==> config.mk <==
export PLATFORM = sky130hd
export DESIGN_NAME = be_lane_unit
export DESIGN_NICKNAME = d
export VERILOG_FILES = /design/src/rtl/be_lane_pkg.sv /design/src/rtl/lane_align_check.sv /design/src/rtl/lane_store_steer.sv /design/src/rtl/lane_load_extract.sv /design/src/rtl/be_lane_unit.sv
export SDC_FILE = /design/constraint.sdc
export NUM_CORES = 1
export LEC_CHECK = 0
export ABC_AREA = 1
export BUFFER_PORTS_ARGS = -buffer_cell sky130_fd_sc_hd__buf_2
export CAP_MARGIN = 0
export CORE_MARGIN = 10
export CORE_UTILIZATION = 29
export DETAILED_ROUTE_END_ITERATION = 10
export GPL_TIMING_DRIVEN = 1
export PLACE_DENSITY = 0.86
export SYNTH_ARGS = -nofsm -noshare
export SYNTH_HDL_FRONTEND = slang
export SYNTH_SLANG_ARGS = --single-unit
==> constraint.sdc <==
create_clock -name vclk -period 1
set_input_delay 0.1 -clock vclk [all_inputs]
set_output_delay 0.1 -clock vclk [all_outputs]
set_load 0.01 [all_outputs]
==> src/rtl/be_lane_pkg.sv <==
package be_lane_pkg;
  localparam int WORD_W = 32;
  localparam int BYTE_W = 8;
  localparam int HALF_W = 2 * BYTE_W;
  localparam int LANES  = WORD_W / BYTE_W;
  localparam int OFF_W  = $clog2(LANES);
  localparam int HALVES = LANES / 2;

  typedef enum logic [1:0] {
    ACC_BYTE = 2'b00,
    ACC_HALF = 2'b01,
    ACC_WORD = 2'b10,
    ACC_RSVD = 2'b11
  } acc_size_e;
endpackage

==> src/rtl/lane_align_check.sv <==
module lane_align_check
  import be_lane_pkg::*;
(
  input  logic [OFF_W-1:0] off_i,
  input  acc_size_e        size_i,
  output logic             misalign_o
);
  always_comb begin
    unique case (size_i)
      ACC_BYTE: misalign_o = 1'b0;
      ACC_HALF: misalign_o = off_i[0];
      ACC_WORD: misalign_o = |off_i;
      default:  misalign_o = 1'b1;
    endcase
  end
endmodule

==> src/rtl/lane_store_steer.sv <==
module lane_store_steer
  import be_lane_pkg::*;
(
  input  logic [OFF_W-1:0]  off_i,
  input  acc_size_e         size_i,
  input  logic              misalign_i,
  input  logic [WORD_W-1:0] src_i,
  output logic [WORD_W-1:0] wdata_o,
  output logic [LANES-1:0]  be_o
);
  for (genvar g = 0; g < LANES; g++) begin : g_lane
    localparam int BOFF = LANES - 1 - g;
    logic hit;
    logic [BYTE_W-1:0] lane_val;

    always_comb begin
      unique case (size_i)
        ACC_BYTE: hit = (off_i == OFF_W'(BOFF));
        ACC_HALF: hit = (off_i[OFF_W-1:1] == (OFF_W-1)'(BOFF / 2));
        ACC_WORD: hit = 1'b1;
        default:  hit = 1'b0;
      endcase
    end

    always_comb begin
      unique case (size_i)
        ACC_BYTE: lane_val = src_i[BYTE_W-1:0];
        ACC_HALF: lane_val = src_i[(g % 2)*BYTE_W +: BYTE_W];
        default:  lane_val = src_i[g*BYTE_W +: BYTE_W];
      endcase
    end

    assign be_o[g] = hit & ~misalign_i;
    assign wdata_o[g*BYTE_W +: BYTE_W] = lane_val;
  end
endmodule

==> src/rtl/lane_load_extract.sv <==
module lane_load_extract
  import be_lane_pkg::*;
(
  input  logic [OFF_W-1:0]  off_i,
  input  acc_size_e         size_i,
  input  logic              misalign_i,
  input  logic              zero_ext_i,
  input  logic [WORD_W-1:0] rdata_i,
  output logic [WORD_W-1:0] result_o
);
  logic [BYTE_W-1:0] byte_sel;
  logic [HALF_W-1:0] half_sel;

  always_comb begin
    byte_sel = '0;
    for (int i = 0; i < LANES; i++) begin
      if (off_i == OFF_W'(LANES - 1 - i)) byte_sel = rdata_i[i*BYTE_W +: BYTE_W];
    end
  end

  always_comb begin
    half_sel = '0;
    for (int j = 0; j < HALVES; j++) begin
      if (off_i[OFF_W-1:1] == (OFF_W-1)'(HALVES - 1 - j)) half_sel = rdata_i[j*HALF_W +: HALF_W];
    end
  end

  always_comb begin
    if (misalign_i) begin
      result_o = '0;
    end else begin
      unique case (size_i)
        ACC_BYTE: result_o = {{(WORD_W-BYTE_W){~zero_ext_i & byte_sel[BYTE_W-1]}}, byte_sel};
        ACC_HALF: result_o = {{(WORD_W-HALF_W){~zero_ext_i & half_sel[HALF_W-1]}}, half_sel};
        default:  result_o = rdata_i;
      endcase
    end
  end
endmodule

==> src/rtl/be_lane_unit.sv <==
module be_lane_unit
  import be_lane_pkg::*;
#(
  parameter int ADDR_W = 32
) (
  input  logic [ADDR_W-1:0] addr_i,
  input  logic [1:0]        size_i,
  input  logic              zero_ext_i,
  input  logic [31:0]       store_data_i,
  output logic [31:0]       mem_wdata_o,
  output logic [3:0]        mem_be_o,
  input  logic [31:0]       mem_rdata_i,
  output logic [31:0]       load_data_o,
  output logic              misalign_o
);
  logic [OFF_W-1:0] off;
  acc_size_e        sz;

  assign off = addr_i[OFF_W-1:0];
  assign sz  = acc_size_e'(size_i);

  lane_align_check u_align (
    .off_i      (off),
    .size_i     (sz),
    .misalign_o (misalign_o)
  );

  lane_store_steer u_store (
    .off_i      (off),
    .size_i     (sz),
    .misalign_i (misalign_o),
    .src_i      (store_data_i),
    .wdata_o    (mem_wdata_o),
    .be_o       (mem_be_o)
  );

  lane_load_extract u_load (
    .off_i      (off),
    .size_i     (sz),
    .misalign_i (misalign_o),
    .zero_ext_i (zero_ext_i),
    .rdata_i    (mem_rdata_i),
    .result_o   (load_data_o)
  );
endmodule

; After elaboration in Yosys (flattened, before gate mapping)
; Cells that the tools add are included.
[totals]
ff_bits = 0
inputBits = 99
out_inout_bits = 69
[op_classes]
n_eq_ne = 5
mux = 15
bitwise = 9
reduce_logical = 4
[ops]
columns = operator, n
row1 = $pmux W32 S2, 1
row2 = $mux W8, 6
row3 = $mux W32, 1
row4 = $mux W16, 1
row5 = $pmux W8 S2, 1
row6 = $pmux W1 S3, 5
row7 = $and A1 B1 Y1, 6
row8 = $eq A2 B2 Y1 const B, 3
row9 = $eq A2 B1 Y1 const B, 2
row10 = $logic_not A2 Y1, 2
row11 = $reduce_or A2 Y1, 2
row12 = $not A1 Y1, 3

; Longest topological paths before layout
[depth]
depth_word = 8
ltp_mapped = 9
mapped_depth_nobuf = 8

; By module
; A second synthesis with hierarchy kept.
[hier_totals]
cells_unflattened = 286
hier_area_um2 = 1310.0
[by_module_without_submodules]
columns = mod, n_inst, cells_per_inst, area_each_um2, seq_area_each_um2
row1 = lane_load_extract, 1, 169, 807.0, 0.0
row2 = lane_store_steer, 1, 114, 489.2, 0.0
row3 = lane_align_check, 1, 3, 13.8, 0.0

; Worst setup path before layout
; No wires, ideal clock.
[synth_path]
path_kind = input port to output port
from = input port size_i[1]
to = output port load_data_o[21]
arrival_time_ns = 0.993
t_required_ns = 0.900
setup_slack_ns = -0.093
stages = 8
path_cell_list = inv_2 nand2_1 a21oi_2 nand3_4 nand2_4 nand2_4 buf_6 nor2_1
[synth_via]
elab_chain_len = 3
elab_cells_between_ends = 6
classes_between = eq/ne (2) / mux (3) / reduce/logical (1)
[synth_rtl]
columns = item, line_no
row1 = from (decl), be_lane_unit.sv:7  ; input logic [1:0] size_i,
row2 = $eq A2 B2 Y1 (tied with other cells), lane_align_check.sv:9  ; unique case (size_i)
row3 = $pmux W1 S3 / $pmux W32 S2 (equally long branches), "lane_align_check.sv:9, lane_load_extract.sv:32"
row4 = $mux W32 *, lane_load_extract.sv:29  ; if (misalign_i) begin
row5 = to (decl), be_lane_unit.sv:13  ; output logic [31:0] load_data_o,
; Mark *: on every way between the ends. The rest lies on a longest branch, timed or not.

; Final worst setup path
[layout_path]
from = input port addr_i[1]
to = output port load_data_o[12]
[layout_via]
elab_chain_len = 8
elab_cells_between_ends = 14
classes_between = eq/ne (3) / mux (8) / bitwise (1) / reduce/logical (2)
[layout_rtl]
columns = item, line_no
row1 = from (decl), be_lane_unit.sv:6  ; input logic [ADDR_W-1:0] addr_i,
row2 = $eq A2 B2 Y1, lane_load_extract.sv:17  ; if (off_i == OFF_W'(LANES - 1 - i)) byte_sel = rdata_i[i*BYTE_W +: BYTE_W];
row3 = $mux W8 (4 in a row), lane_load_extract.sv:17
row4 = $and A1 B1 Y1, lane_load_extract.sv:33  ; ACC_BYTE: result_o = {{(WORD_W-BYTE_W){~zero_ext_i & byte_sel[BYTE_W-1]}}, byte_sel};
row5 = $pmux W32 S2, lane_load_extract.sv:32  ; unique case (size_i)
row6 = $mux W32 *, lane_load_extract.sv:29
; Marked as above.

==> flow_metrics.py <==
metrics = {
    "final_layout": {
        "layout-drive-gt1-share_pct": 64.0,
        "clkbuf_count": 0,
        "fill_cells": 297,
        "antennaDiodeCount": 0,
        "design_area_mm2": 0.00280,
        "seq_cells": 0,
        "nNetsFinal": 509,
        "register_area_um2": 0,
        "area_growth_pct": 137,
    },
    "drt": {
        "post_drt_via_cell_ratio": 5.24,
        "vias": 2401,
        "ant_nets": 0,
        "drtIter0Drc": 170,
        "wl_per_cell_um": 16.8,
        "finalWirelength_um": 7710,
        "drcViolationCount": 0,
        "dr.pass1.iters": 5,
    },
    "grt": {
        "antenna_found_initial": 0,
        "grt_max_degree": 17,
        "grtUsageTotal_pct": 18.6,
        "grt_pass1_wl_um": 11600,
        "grt_overflow": 0,
        "grt_pass1_vias": 2494,
    },
    "outcome": {
        "status": "finished, violations left",
        "violations": "setup timing",
    },
    "place": {
        "numPortBuffers": 138,
        "placed_area_mm2": 0.00209,
        "globalplace.congestion": 0.865,
        "dpl.hpwl_um": 5490,
    },
    "worst_hold_path": {
        "hold_class": "input pin to primary output",
        "min_from": "store_data_i[2]",
    },
    "yosys": {
        "avgSynthCellArea_um2": 4.73,
        "yosys.area.top_type": "nand2_1",
        "syn-num-nets": 348,
        "synth.top_cell.area_share_pct": 31.2,
        "synthCells": 249,
        "yosysSeqAreaShare_pct": 0,
        "synthTopCellsByCount": "nand2_1, o21ai_0, nor2_1, inv_1, a21oi_1",
        "yosysWarnings": 0,
        "yosysMostFrequentCell": "nand2_1",
        "synth.distinct_cells": 23,
        "syn-cell-area_mm2": 0.00118,
        "synthTopCellsByArea": "nand2_1, o21ai_0, nor2_1",
    },
    "critical_path": {
        "cp_max_fo": 8,
        "worstPathArrival_ns": 1.15,
        "start_kind": "input pin",
        "required_ns": 0.90,
        "critical_path_class": "input pin to primary output",
        "worstSetupEndpointType": "primary output",
        "crit_end": "load_data_o[12]",
        "crit_path_start": "addr_i[1]",
    },
    "timing": {
        "post-route-min-period_ns": 1.25,
        "max_slew_margin_pct": 74.3,
        "tightestPinTransition_ns": 0.382,
        "setup_ws_ns": -0.247,
        "hold_violations": 0,
        "final_min_period_over_clock_period_pct": 125,
        "fmax_mhz": 802,
        "whs_ns": 0.424,
        "fin_tns_setup_ns": -8.48,
        "drv_slew": 0,
        "rsz0062_at_grt": "yes",
        "setup_viol": 44,
    },
    "pwr": {
        "powerDensity_mw_per_mm2": 547,
        "leakagePower_nw": 1.49,
        "finalPower_mw": 1.53,
        "irDropWorstVdd_v": 0.000298,
    },
    "floorplanning": {
        "fp.dieH_um": 83.8,
        "die_area_mm2": 0.00701,
        "fp-row-count": 23,
        "core_mm2": 0.00397,
        "dieWidth_um": 83.8,
        "start_util_pct": 29.7,
        "ios": 168,
    },
    "flow_run": {
        "drv_cap": 0,
    },
}
## cell type report
| class | instances | area, um^2 | share of cell area, % |
|---|---|---|---|
| inverters | 20 | 121 | 4.34 |
| repair buffers | 178 | 1240 | 44.4 |
| well taps | 50 | 62.6 | 2.24 |
| repair inverters | 1 | 8.76 | 0.313 |
| multi-input cells | 209 | 1360 | 48.7 |
## timing repair
item	in CTS	in global routing
setup endpoints to repair	52	54
hold buffers	0	0
endpoints found under the hold margin	0	0
setup buffers	9	2
gates resized for setup	91	53
gates cloned	2	1
pin swaps	27	23
## cell usage in the layout, fill, tap and decap left out, drive strengths merged
master      n
nand3      12
a22oi       7
clkinv      2
a21oi      16
o211ai      8
inv        18
nand3b      1
nand2     103
clkinvlp    1
a31oi       1
nor2       28
buf       178
o21ai      33
## how the worst min path moves through the flow
stage | to | depth (start not counted)
2_1_floorplan | mem_wdata_o[0] | 1
4_1_cts | mem_wdata_o[6] | 2
5_1_grt | mem_wdata_o[6] | 2
6_report | mem_wdata_o[2] | 2
3_3_place_gp | mem_wdata_o[6] | 2
3_5_place_dp | mem_wdata_o[6] | 2
## where the power goes
| part | switching, mW | leakage (nW) | internal [mW] |
|---|---|---|---|
| combinational | 0.840 | 1.49 | 0.689 |
| sequential | 0 | 0 | 0 |
| clock | 0 | 0 | 0 |
| total | 0.840 | 1.49 | 0.689 |
## through the flow
stage	setup slack (ns)	util, %	cells
6_report	-0.247	70.4	458
5_1_grt	-0.304	70.4	458
4_1_cts	-0.223	64.6	455
3_5_place_dp	-0.444	52.7	444
3_3_place_gp	-0.360	52.7	444
2_1_floorplan	-0.0612	-	249
## routing by layer
metal  GRT usage, %  up-vias  routed length, um
met5              0        -                  0
met4           5.18        0                158
met3           5.18       22                677
met2           34.6      143               4120
met1           19.8     1107               2760
li1               -     1129                  -
## worst max-delay path, cell delays in order
cell	delay [ns]
buf_12	0.11
nor2_4	0.15
inv_2	0.08
nand2_2	0.09
nand2_4	0.08
clkinv_8	0.09
buf_8	0.11
o21ai_2	0.05
a21oi_1	0.12
buf_2	0.15
## cell families (layout without fill, tap and decap cells)
group,Yosys count,count (layout),share of synthesized area [%]
buffers and inverters,42,199,18.6
AOI/OAI and AO/OA,65,65,31.2
and+or+nand+nor,142,144,50.2
Power figures use the tool's default switching activity.
